**config.mk**
```make
export PLATFORM = sky130hd
export DESIGN_NAME = status_ring_guard
export DESIGN_NICKNAME = d
export VERILOG_FILES = /design/src/rtl/srg_pkg.sv /design/src/rtl/srg_ctrl.sv /design/src/rtl/srg_datapath.sv /design/src/rtl/status_ring_guard.sv
export SDC_FILE = /design/constraint.sdc
export NUM_CORES = 1
export LEC_CHECK = 0
export BUFFER_PORTS_ARGS = -buffer_cell sky130_fd_sc_hd__buf_2
export CAP_MARGIN = 20
export CORE_UTILIZATION = 45
export CTS_CLUSTER_DIAMETER = 30
export DETAILED_ROUTE_END_ITERATION = 16
export PLACE_DENSITY_LB_ADDON = 0.05
export SYNTH_ARGS = -nofsm -noshare
export SYNTH_HDL_FRONTEND = slang
export SYNTH_SLANG_ARGS = --single-unit
```
**constraint.sdc**
```tcl
create_clock -name clk -period 3.8 [get_ports clk]
set_clock_uncertainty 0.2 [all_clocks]
set_input_delay 0.19 -clock clk [delete_from_list [all_inputs] [get_ports clk]]
set_output_delay 0.19 -clock clk [all_outputs]
set_load 0.1 [all_outputs]
```
**src/rtl/srg_pkg.sv**
```systemverilog
package srg_pkg;

  // Strobes from the control to the datapath for one grant cycle.
  typedef struct packed {
    logic post;     // a request was granted this cycle
    logic pickRas;  // payload comes from the reassembly producer
    logic ovfl;     // this entry takes the last free slot
  } srgStrobe_t;

endpackage

```
**src/rtl/srg_ctrl.sv**
```systemverilog
module srg_ctrl
  import srg_pkg::*;
#(
  parameter int NUM_RINGS = 4,
  parameter int DEPTH     = 16,
  parameter int RING_W    = 2,
  parameter int IDX_W     = 4
) (
  input  logic                  clk,
  input  logic                  rstN,
  input  logic                  segReq,
  input  logic [RING_W-1:0]     segRing,
  input  logic                  rasReq,
  input  logic [RING_W-1:0]     rasRing,
  input  logic                  hostRdWe,
  input  logic [RING_W-1:0]     hostRdRing,
  input  logic [IDX_W-1:0]      hostRdIdx,
  output logic                  segAck,
  output logic                  rasAck,
  output srgStrobe_t            strobe,
  output logic [RING_W-1:0]     grantRing,
  output logic [IDX_W-1:0]      grantIdx,
  output logic [NUM_RINGS-1:0]  ringStall
);

  localparam logic [IDX_W-1:0] LAST_IDX = IDX_W'(DEPTH - 1);

  // Next ring position with wrap at the configured depth.
  function automatic logic [IDX_W-1:0] bump(input logic [IDX_W-1:0] v);
    return (v == LAST_IDX) ? '0 : v + 1'b1;
  endfunction

  logic [NUM_RINGS*IDX_W-1:0] wrFlat;
  logic [NUM_RINGS*IDX_W-1:0] rdFlat;
  logic [NUM_RINGS-1:0]       stallQ;

  logic              segOk;
  logic              rasOk;
  logic [IDX_W-1:0]  gShadow;
  logic [IDX_W-1:0]  gNext;

  // Fixed-priority arbitration: segmentation wins over reassembly.
  always_comb begin
    segOk     = segReq && !stallQ[segRing];
    rasOk     = rasReq && !stallQ[rasRing] && !segOk;
    grantRing = rasOk ? rasRing : segRing;
    grantIdx  = wrFlat[grantRing*IDX_W +: IDX_W];
    gShadow   = rdFlat[grantRing*IDX_W +: IDX_W];
    gNext     = bump(grantIdx);
    strobe.post    = segOk || rasOk;
    strobe.pickRas = rasOk;
    strobe.ovfl    = (gNext == gShadow);
  end

  assign segAck    = segOk;
  assign rasAck    = rasOk;
  assign ringStall = stallQ;

  // Per-ring state: write index, host read shadow, stall flag.
  for (genvar r = 0; r < NUM_RINGS; r++) begin : ringSlot
    logic [IDX_W-1:0] wrQ;
    logic [IDX_W-1:0] rdQ;
    logic             stQ;
    logic             postHit;
    logic             hostHit;
    logic             frees;

    assign postHit = strobe.post && (grantRing == RING_W'(r));
    assign hostHit = hostRdWe && (hostRdRing == RING_W'(r));
    assign frees   = stQ && (hostRdIdx != bump(wrQ));

    always_ff @(posedge clk) begin
      if (!rstN) begin
        wrQ <= '0;
        rdQ <= '0;
        stQ <= 1'b0;
      end else begin
        // A stalled ring is never granted, so these two branches never meet.
        if (postHit) begin
          if (strobe.ovfl) stQ <= 1'b1;
          else             wrQ <= bump(wrQ);
        end
        if (hostHit) begin
          rdQ <= hostRdIdx;
          if (frees) begin
            stQ <= 1'b0;
            wrQ <= bump(wrQ);
          end
        end
      end
    end

    assign wrFlat[r*IDX_W +: IDX_W] = wrQ;
    assign rdFlat[r*IDX_W +: IDX_W] = rdQ;
    assign stallQ[r]                = stQ;
  end

endmodule

```
**src/rtl/srg_datapath.sv**
```systemverilog
module srg_datapath
  import srg_pkg::*;
#(
  parameter int NUM_RINGS   = 4,
  parameter int DATA_W      = 32,
  parameter int ADDR_W      = 32,
  parameter int ENTRY_BYTES = 8,
  parameter int RING_W      = 2,
  parameter int IDX_W       = 4,
  parameter logic [ADDR_W-1:0] BASE_ORIGIN = 32'h0001_0000,
  parameter logic [ADDR_W-1:0] BASE_STRIDE = 32'h0000_1000
) (
  input  logic               clk,
  input  logic               rstN,
  input  srgStrobe_t         strobe,
  input  logic [RING_W-1:0]  grantRing,
  input  logic [IDX_W-1:0]   grantIdx,
  input  logic [DATA_W-1:0]  segData,
  input  logic [DATA_W-1:0]  rasData,
  output logic               memWe,
  output logic [ADDR_W-1:0]  memAddr,
  output logic [DATA_W:0]    memData,
  output logic               memOvfl
);

  localparam bit ENTRY_POW2  = (ENTRY_BYTES & (ENTRY_BYTES - 1)) == 0;
  localparam int ENTRY_SHIFT = $clog2(ENTRY_BYTES);

  logic [ADDR_W-1:0] ringBase;
  logic [ADDR_W-1:0] slotOffs;
  logic [DATA_W-1:0] payload;

  assign ringBase = BASE_ORIGIN + ADDR_W'(grantRing) * BASE_STRIDE;

  // Entry scaling: a shift for power-of-two sizes, a multiply otherwise.
  if (ENTRY_POW2) begin : gScaleShift
    assign slotOffs = ADDR_W'(grantIdx) << ENTRY_SHIFT;
  end else begin : gScaleMul
    assign slotOffs = ADDR_W'(grantIdx) * ADDR_W'(ENTRY_BYTES);
  end

  assign payload = strobe.pickRas ? rasData : segData;

  always_ff @(posedge clk) begin
    if (!rstN) begin
      memWe   <= 1'b0;
      memOvfl <= 1'b0;
      memAddr <= '0;
      memData <= '0;
    end else begin
      memWe   <= strobe.post;
      memOvfl <= strobe.post && strobe.ovfl;
      if (strobe.post) begin
        memAddr <= ringBase + slotOffs;
        memData <= {strobe.ovfl, payload};
      end
    end
  end

endmodule

```
**src/rtl/status_ring_guard.sv**
```systemverilog
module status_ring_guard
  import srg_pkg::*;
#(
  parameter int NUM_RINGS   = 4,
  parameter int DEPTH       = 16,
  parameter int DATA_W      = 32,
  parameter int ADDR_W      = 32,
  parameter int ENTRY_BYTES = 8,
  parameter logic [ADDR_W-1:0] BASE_ORIGIN = 32'h0001_0000,
  parameter logic [ADDR_W-1:0] BASE_STRIDE = 32'h0000_1000,
  localparam int RING_W = (NUM_RINGS > 1) ? $clog2(NUM_RINGS) : 1,
  localparam int IDX_W  = $clog2(DEPTH)
) (
  input  logic                  clk,
  input  logic                  rstN,
  input  logic                  segReq,
  input  logic [RING_W-1:0]     segRing,
  input  logic [DATA_W-1:0]     segData,
  output logic                  segAck,
  input  logic                  rasReq,
  input  logic [RING_W-1:0]     rasRing,
  input  logic [DATA_W-1:0]     rasData,
  output logic                  rasAck,
  input  logic                  hostRdWe,
  input  logic [RING_W-1:0]     hostRdRing,
  input  logic [IDX_W-1:0]      hostRdIdx,
  output logic                  memWe,
  output logic [ADDR_W-1:0]     memAddr,
  output logic [DATA_W:0]       memData,
  output logic                  memOvfl,
  output logic [NUM_RINGS-1:0]  ringStall
);

  srgStrobe_t        strobe;
  logic [RING_W-1:0] grantRing;
  logic [IDX_W-1:0]  grantIdx;

  srg_ctrl #(
    .NUM_RINGS(NUM_RINGS), .DEPTH(DEPTH), .RING_W(RING_W), .IDX_W(IDX_W)
  ) uCtrl (
    .clk(clk), .rstN(rstN),
    .segReq(segReq), .segRing(segRing),
    .rasReq(rasReq), .rasRing(rasRing),
    .hostRdWe(hostRdWe), .hostRdRing(hostRdRing), .hostRdIdx(hostRdIdx),
    .segAck(segAck), .rasAck(rasAck),
    .strobe(strobe), .grantRing(grantRing), .grantIdx(grantIdx),
    .ringStall(ringStall)
  );

  srg_datapath #(
    .NUM_RINGS(NUM_RINGS), .DATA_W(DATA_W), .ADDR_W(ADDR_W),
    .ENTRY_BYTES(ENTRY_BYTES), .RING_W(RING_W), .IDX_W(IDX_W),
    .BASE_ORIGIN(BASE_ORIGIN), .BASE_STRIDE(BASE_STRIDE)
  ) uPath (
    .clk(clk), .rstN(rstN),
    .strobe(strobe), .grantRing(grantRing), .grantIdx(grantIdx),
    .segData(segData), .rasData(rasData),
    .memWe(memWe), .memAddr(memAddr), .memData(memData), .memOvfl(memOvfl)
  );

endmodule

```
Word-level counts from Yosys, hierarchy flattened
Cells that the tools add are included.
- output and inout bits: 73
- memories kept: 0
- bits in read-only memories: 0
- RAM bits: 0
- word-level logic and storage cells: 108
- latch bits: 0
- flip-flop bits (word level): 103
- $mul: 0
- bitwise gates (word level): 0
- reduce and logical (&&, ||, !) cells: 22
- mux-type cells: 43
- shift-type cells: 2
- equality and inequality tests: 16
- order comparisons: 2
- $add $sub $neg: 7
- div/mod/pow operators: 0
- operator list (kind ; count):
    $mux W4 ; 21
    $add A32 B7 Y32 ; 1
    $mux W32 ; 1
    $shiftx A16 B5 Y4 ; 2
    $add A4 B1 Y4 const B ; 5
    $eq A4 B4 Y1 const B ; 5
    $add A17 B14 Y18 const A ; 1
    $mux W1 ; 18
    $logic_and A1 B1 Y1 ; 16
    $ne A4 B4 Y1 ; 4
    $eq A2 B2 Y1 const B ; 4
    $lt A2 B3 Y1 const B ; 2
    $bmux W1 S2 ; 2
    $eq A2 B1 Y1 const B ; 2
    $eq A4 B4 Y1 ; 1
    $logic_not A2 Y1 ; 2
    $logic_not A1 Y1 ; 3
    $mux W2 ; 1
    $logic_or A1 B1 Y1 ; 1

Logic depth before layout (Yosys ltp)
- depth in word-level cells: 15
- mapped depth: 13
- gate-level depth less buffers: 11

Modules after synthesis
From an unflattened synthesis, not the netlist that was laid out.
- cell total of the unflattened synthesis: 578
- area, all modules: 4844.6 um2
- by module, submodules not included (module ; area an instance (um2) ; cells each ; seq. area each (um2) ; times used):
    srg_ctrl ; 2871.5 ; 381 ; 720.7 ; 1
    srg_datapath ; 1973.1 ; 197 ; 840.8 ; 1

Worst setup path after synthesis
No wires, ideal clock.
- path kind: register to register
- start point: reg uCtrl.ringSlot[1].stQ
- end point: reg uCtrl.ringSlot[3].wrQ[0]
- library setup time: 0.070 ns
- arrival: 3.159 ns
- setup slack: 0.370 ns
- stages on the path, launching flop included: 14
- cell sequence: dfxtp_1 -> mux2_4 -> a2bb2oi_4 -> inv_2 -> nor3_2 -> nor2_1 -> buf_2 -> mux4_2 -> xor2_2 -> mux2i_4 -> o21a_4 -> buf_6 -> o211ai_1 -> a21oi_1
- word-level cells in the longest chain between the ends: 15
- elaborated cells between the ends (all ways): 24
- RTL lines (what ; line ; RTL):
    from (decl) ; srg_ctrl.sv:63 ; logic stQ;
    from (signal assigned) ; srg_ctrl.sv:76 ; stQ <= 1'b0;
    from (signal assigned) ; srg_ctrl.sv:80 ; if (strobe.ovfl) stQ <= 1'b1;
    from (signal assigned) ; srg_ctrl.sv:86 ; stQ <= 1'b0;
    $bmux W1 S2 * ; srg_ctrl.sv:44 ; segOk = segReq && !stallQ[segRing];
    $mux W1 (not written as such) * ; srg_ctrl.sv:44 ;
    $logic_not A1 Y1 * ; srg_ctrl.sv:44 ;
    $logic_and A1 B1 Y1 * ; srg_ctrl.sv:44 ;
    net segAck ; status_ring_guard.sv:19 ; output logic segAck,
    $logic_not A1 Y1 ; srg_ctrl.sv:45 ; rasOk = rasReq && !stallQ[rasRing] && !segOk;
    $logic_and A1 B1 Y1 ; srg_ctrl.sv:45 ;
    $mux W2 ; srg_ctrl.sv:46 ; grantRing = rasOk ? rasRing : segRing;
    $shiftx A16 B5 Y4 ; srg_ctrl.sv:47 ; grantIdx = wrFlat[grantRing*IDX_W +: IDX_W];
    $add A4 B1 Y4 / $eq A4 B4 Y1 (equally long branches) ; srg_ctrl.sv:30 ; return (v == LAST_IDX) ? '0 : v + 1'b1;
    $mux W4 ; srg_ctrl.sv:30 ;
    $eq A4 B4 Y1 ; srg_ctrl.sv:52 ; strobe.ovfl = (gNext == gShadow);
    $mux W4 ; srg_ctrl.sv:80 ;
    $mux W4 * ; srg_ctrl.sv:79 ; if (postHit) begin
    $mux W4 ; srg_ctrl.sv:85 ; if (frees) begin
    $mux W4 * ; srg_ctrl.sv:83 ; if (hostHit) begin
    to (signal assigned) ; srg_ctrl.sv:81 ; else wrQ <= bump(wrQ);
    to (signal assigned) ; srg_ctrl.sv:87 ; wrQ <= bump(wrQ);
    to (decl) ; srg_ctrl.sv:61 ; logic [IDX_W-1:0] wrQ;
Mark *: on every way through the listed nets, which the timed path passes. The rest lies on a longest branch. The select of a mux whose other input is x is not followed.
A chain may end at the register's enable or synchronous reset.

Final worst setup path
- start point: reg uCtrl.ringSlot[2].stQ
- end point: reg uCtrl.ringSlot[1].wrQ[0]
- word-level cells in the longest chain between the ends: 15
- elaborated cells between the ends (all ways): 24
- RTL lines (what ; line):
    from (decl) ; srg_ctrl.sv:63
    from (signal assigned) ; srg_ctrl.sv:76
    from (signal assigned) ; srg_ctrl.sv:80
    from (signal assigned) ; srg_ctrl.sv:86
    $bmux W1 S2 ; srg_ctrl.sv:44
    $mux W1 (not written as such) ; srg_ctrl.sv:44
    $logic_not A1 Y1 ; srg_ctrl.sv:44
    $logic_and A1 B1 Y1 ; srg_ctrl.sv:44
    $logic_not A1 Y1 ; srg_ctrl.sv:45
    $logic_and A1 B1 Y1 ; srg_ctrl.sv:45
    $mux W2 ; srg_ctrl.sv:46
    $shiftx A16 B5 Y4 ; srg_ctrl.sv:47
    $add A4 B1 Y4 / $eq A4 B4 Y1 (equally long branches) ; srg_ctrl.sv:30
    $mux W4 ; srg_ctrl.sv:30
    $eq A4 B4 Y1 ; srg_ctrl.sv:52
    $mux W4 ; srg_ctrl.sv:80
    $mux W4 * ; srg_ctrl.sv:79
    $mux W4 ; srg_ctrl.sv:85
    $mux W4 * ; srg_ctrl.sv:83
    to (signal assigned) ; srg_ctrl.sv:81
    to (signal assigned) ; srg_ctrl.sv:87
    to (decl) ; srg_ctrl.sv:61
Mark *: on every way between the ends. The rest lies on a longest branch, timed or not. The select of a mux whose other input is x is not followed.

==> key figures <==
Finish
  – Area growth, synth to finish: 33.72%
  – Commonest non-fill, non-tap cells in the layout: buf_2, nand2_1, dfxtp_1
  – Layout Cell Area excl Fill: 5889 sq um
  – Most common cell after layout, fill and taps aside: buf_2
  – Layout cells sized above 1: between 20% and 30%
  – N_diodes: 0
  – Final Non-Filler Cells: 849
  – Nets: 799

Yosys
  – Mapped cell area: 4404 sq um
  – Synth Area in Compound Gates: 18.55%
  – Number of synthesized flops with an enable pin: 0
  – Area leader, netlist: dfxtp_1
  – YS warnings: 0
  – Register area share after synthesis: 35.45%
  – Mean Syn Cell Area: between 8 and 9 sq um
  – Synth Area in Adders: 1.136%
  – Post-Synthesis Cells: 540
  – Synth top area share: a little over a third
  – Synth Area in Simple Gates: around a fifth
  – Yosys cell types: 56
  – Post-Synth XOR/XNOR Area: 5.341%
  – Mux cell area share after synthesis: 10.03%
  – Dominant synthesized flop cell: dfxtp_1
  – Synthesized flop and latch total: between 70 and 80
  – Largest family of logic cells by synthesized area: simple AND/OR/NAND/NOR gates
  – Ys async rst share: 0%
  – Top cells by area, synth: dfxtp_1, nand2_1, a311oi_1

STA
  – Slew @ Worst Pin: 0.5272 ns
  – Period utilization: 92.22%
  – WHS: 0.05562 ns
  – RSZ-0062 raised after global routing: no
  – TNS Setup: 0 ns
  – Final min period: 3.505 ns
  – Final max-slew violation count: 0
  – Fmax: 285.3 MHz
  – Count of final setup violators: 0
  – Final Hold Fails: 0
  – Relative slew slack: 64.82%

Drt
  – DRC: 0
  – Detailed-route vias per instance: 5.318
  – Met2 routed WL: 6295 um
  – Total Routed Length: between 10000 and 15000 um
  – Routed wire length per instance: 15.36 um
  – DR WL met3: 863 um
  – Vias: 4515
  – Detailed Route Iter0 Violations: a little under 200
  – Max layer used: met4
  – DRT antenna net count: 0
  – DRT met1 WL: 5582 um
  – DRT Pass-1 Iters: 5

Worst setup path
  – CP bufs+invs: 1
  – Arrival time at the worst endpoint: 3.58 ns
  – Critical-path top delay cell: or3_4
  – Critical path required time: 3.88 ns
  – Setup CP Type: reg2reg
  – CP delay by family, top: compound AO/OA/AOI/OAI gates
  – Critical Path Fanout Max: 35
  – Endpoint type of the worst setup path: flop
  – Critical path launch point type: flop
  – Max incr delay on CP: 0.41 ns
  – CP Cell Sequence: mux2_2 -> a2bb2oi_2 -> buf_4 -> or3_4 -> and3_1 -> a211oi_1 -> o21ai_0 -> mux2i_4 -> o21ai_1 -> nor2_2 -> mux2i_1

Floorplanning
  – Chip Width: 100.9 um
  – Initial core utilization: a little under half
  – Top-Level Pins: 152
  – DIE HEIGHT: 100.9 um
  – Core Rows: 35
  – Core ar.: 9371 sq um
  – Die ar.: 10190 sq um

Job
  – Max-cap viol count: 0

Placed design
  – Gpl congestion: 0.8557
  – Port Buffers: between 100 and 150
  – Hpwl dp: 8898 um
  – Dpl cells: 770
  – Dpl cell area: approximately 5000 sq um

Global routing
  – Initial antenna violation count: 0
  – Largest net degree at the start of global routing: 52
  – GRT Residual Overflow: 0
  – Total track usage: 25.93%
  – First-pass GRT wire length: ~20000 um
  – Number of global-route vias before repair: between 4000 and 5000

Min path
  – HP Class: in2reg

Clocking
  – # H-tree levels: 3
  – CTS tree: done
  – Worst skew pair latency: 0.35 ns
  – Clock Tree Root: clkbuf_8
  – Reg clk slew, reported paths: 0.08 ns
  – CTS max path bufs: 2
  – Post-CTS setup buffer count: 0
  – TritonCTS buffer count: 9
  – Clk sinks: 78

Power
  – Leak pwr: 2.698 nW
  – Peak supply drop: 0.2686 mV
  – P per Cell Area: roughly 450 nW/um^2

Run status
  – Status: finished, final reports clean
cells by family (layout without fill, tap and decap cells):
family | count (synthesis) | count (layout)
AND/OR/NAND/NOR | 216 | 216
XOR/XNOR | 26 | 26
multiplexers | 37 | 37
AO/OA/AOI/OAI | 109 | 109
buffers and inverters | 69 | 225
flip-flops | 78 | 78
other | 1 | 25
adder cells (fa/ha/maj) | 4 | 4
repair_timing:
item / CTS / global route
endpoints found under the hold margin: 32 / 0
hold buffers: 64 / 0
resized for setup: 0 / 1
endpoints found under the setup margin: 0 / 11
worst min-delay path, cell delays in order:
cell,delay [ns]
buf_2,0.18
mux2i_1,0.14
nor2_1,0.05
power by group:
part           switching (mW)  internal (mW)  total, mW
clock                   0.323          0.386      0.709
sequential             0.0458          0.878      0.924
combinational           0.728          0.262      0.990
stage by stage:
step	utilization [%]	setup WS, ns	total power, mW
after floorplan	-	0.3704	1.705
after CTS	62.82	0.07719	2.630
final	62.84	0.2955	2.623
after global routing	62.84	0.06124	2.741
after global placement	53.43	0.1833	1.844
after detailed placement	53.64	0.08160	1.853
path summary, 6_finish.rpt:
kind,startpoint,end,slack [ns],cells after the start
max,uCtrl.ringSlot[2].stQ,uCtrl.ringSlot[1].wrQ[0],0.30,11
min,hostRdIdx[0],uCtrl.ringSlot[1].rdQ[0],0.06,3
max reg2reg,uCtrl.ringSlot[2].stQ,uCtrl.ringSlot[1].wrQ[0],0.30,11
min reg2reg,uPath.memAddr[4],uPath.memAddr[4],0.25,2
cells in the mapped netlist (all sizes together), types with 2 or more instances:
library cell / count
o211ai: 10
and3: 3
nand3: 13
o21ai: 21
nor3: 6
a311oi: 33
ha: 4
a211oi: 5
nand3b: 2
o21a: 5
nor2: 68
mux2: 4
mux2i: 29
or3: 2
nand4: 3
clkbuf: 23
nand2b: 2
a2bb2oi: 2
mux4: 4
dfxtp: 78
inv: 10
nand2: 111
a21oi: 18
a21boi: 2
a31oi: 8
xor2: 12
xnor2: 14
buf: 36
sequential cells by signal, summed over array words and instances, names as in the netlist:
| register | cells |
|---|---|
| uCtrl.ringSlot.rdQ | 16 |
| uPath.memOvfl | 1 |
| uPath.memWe | 1 |
| uPath.memAddr | 7 |
| uPath.memData | 33 |
| uCtrl.ringSlot.stQ | 4 |
| uCtrl.ringSlot.wrQ | 16 |
routing by layer:
layer | global-route usage, % | up-vias
li1 | - | 2184
met1 | 33.99 | 2121
met2 | 42.41 | 187
met3 | 4.161 | 23
met4 | 10.81 | 0
met5 | 0 | -
area by class of cell:
class	instances	area, sq um
Inverter	10	37.54
Fill cell	844	3482
Multi-Input combinational cell	417	2551
Clock buffer	10	137.6
Sequential cell	78	1562
Clock inverter	5	81.33
Tap cell	129	161.4
Timing Repair Buffer	200	1359
No activity file was read; power rests on OpenSTA's default activity.
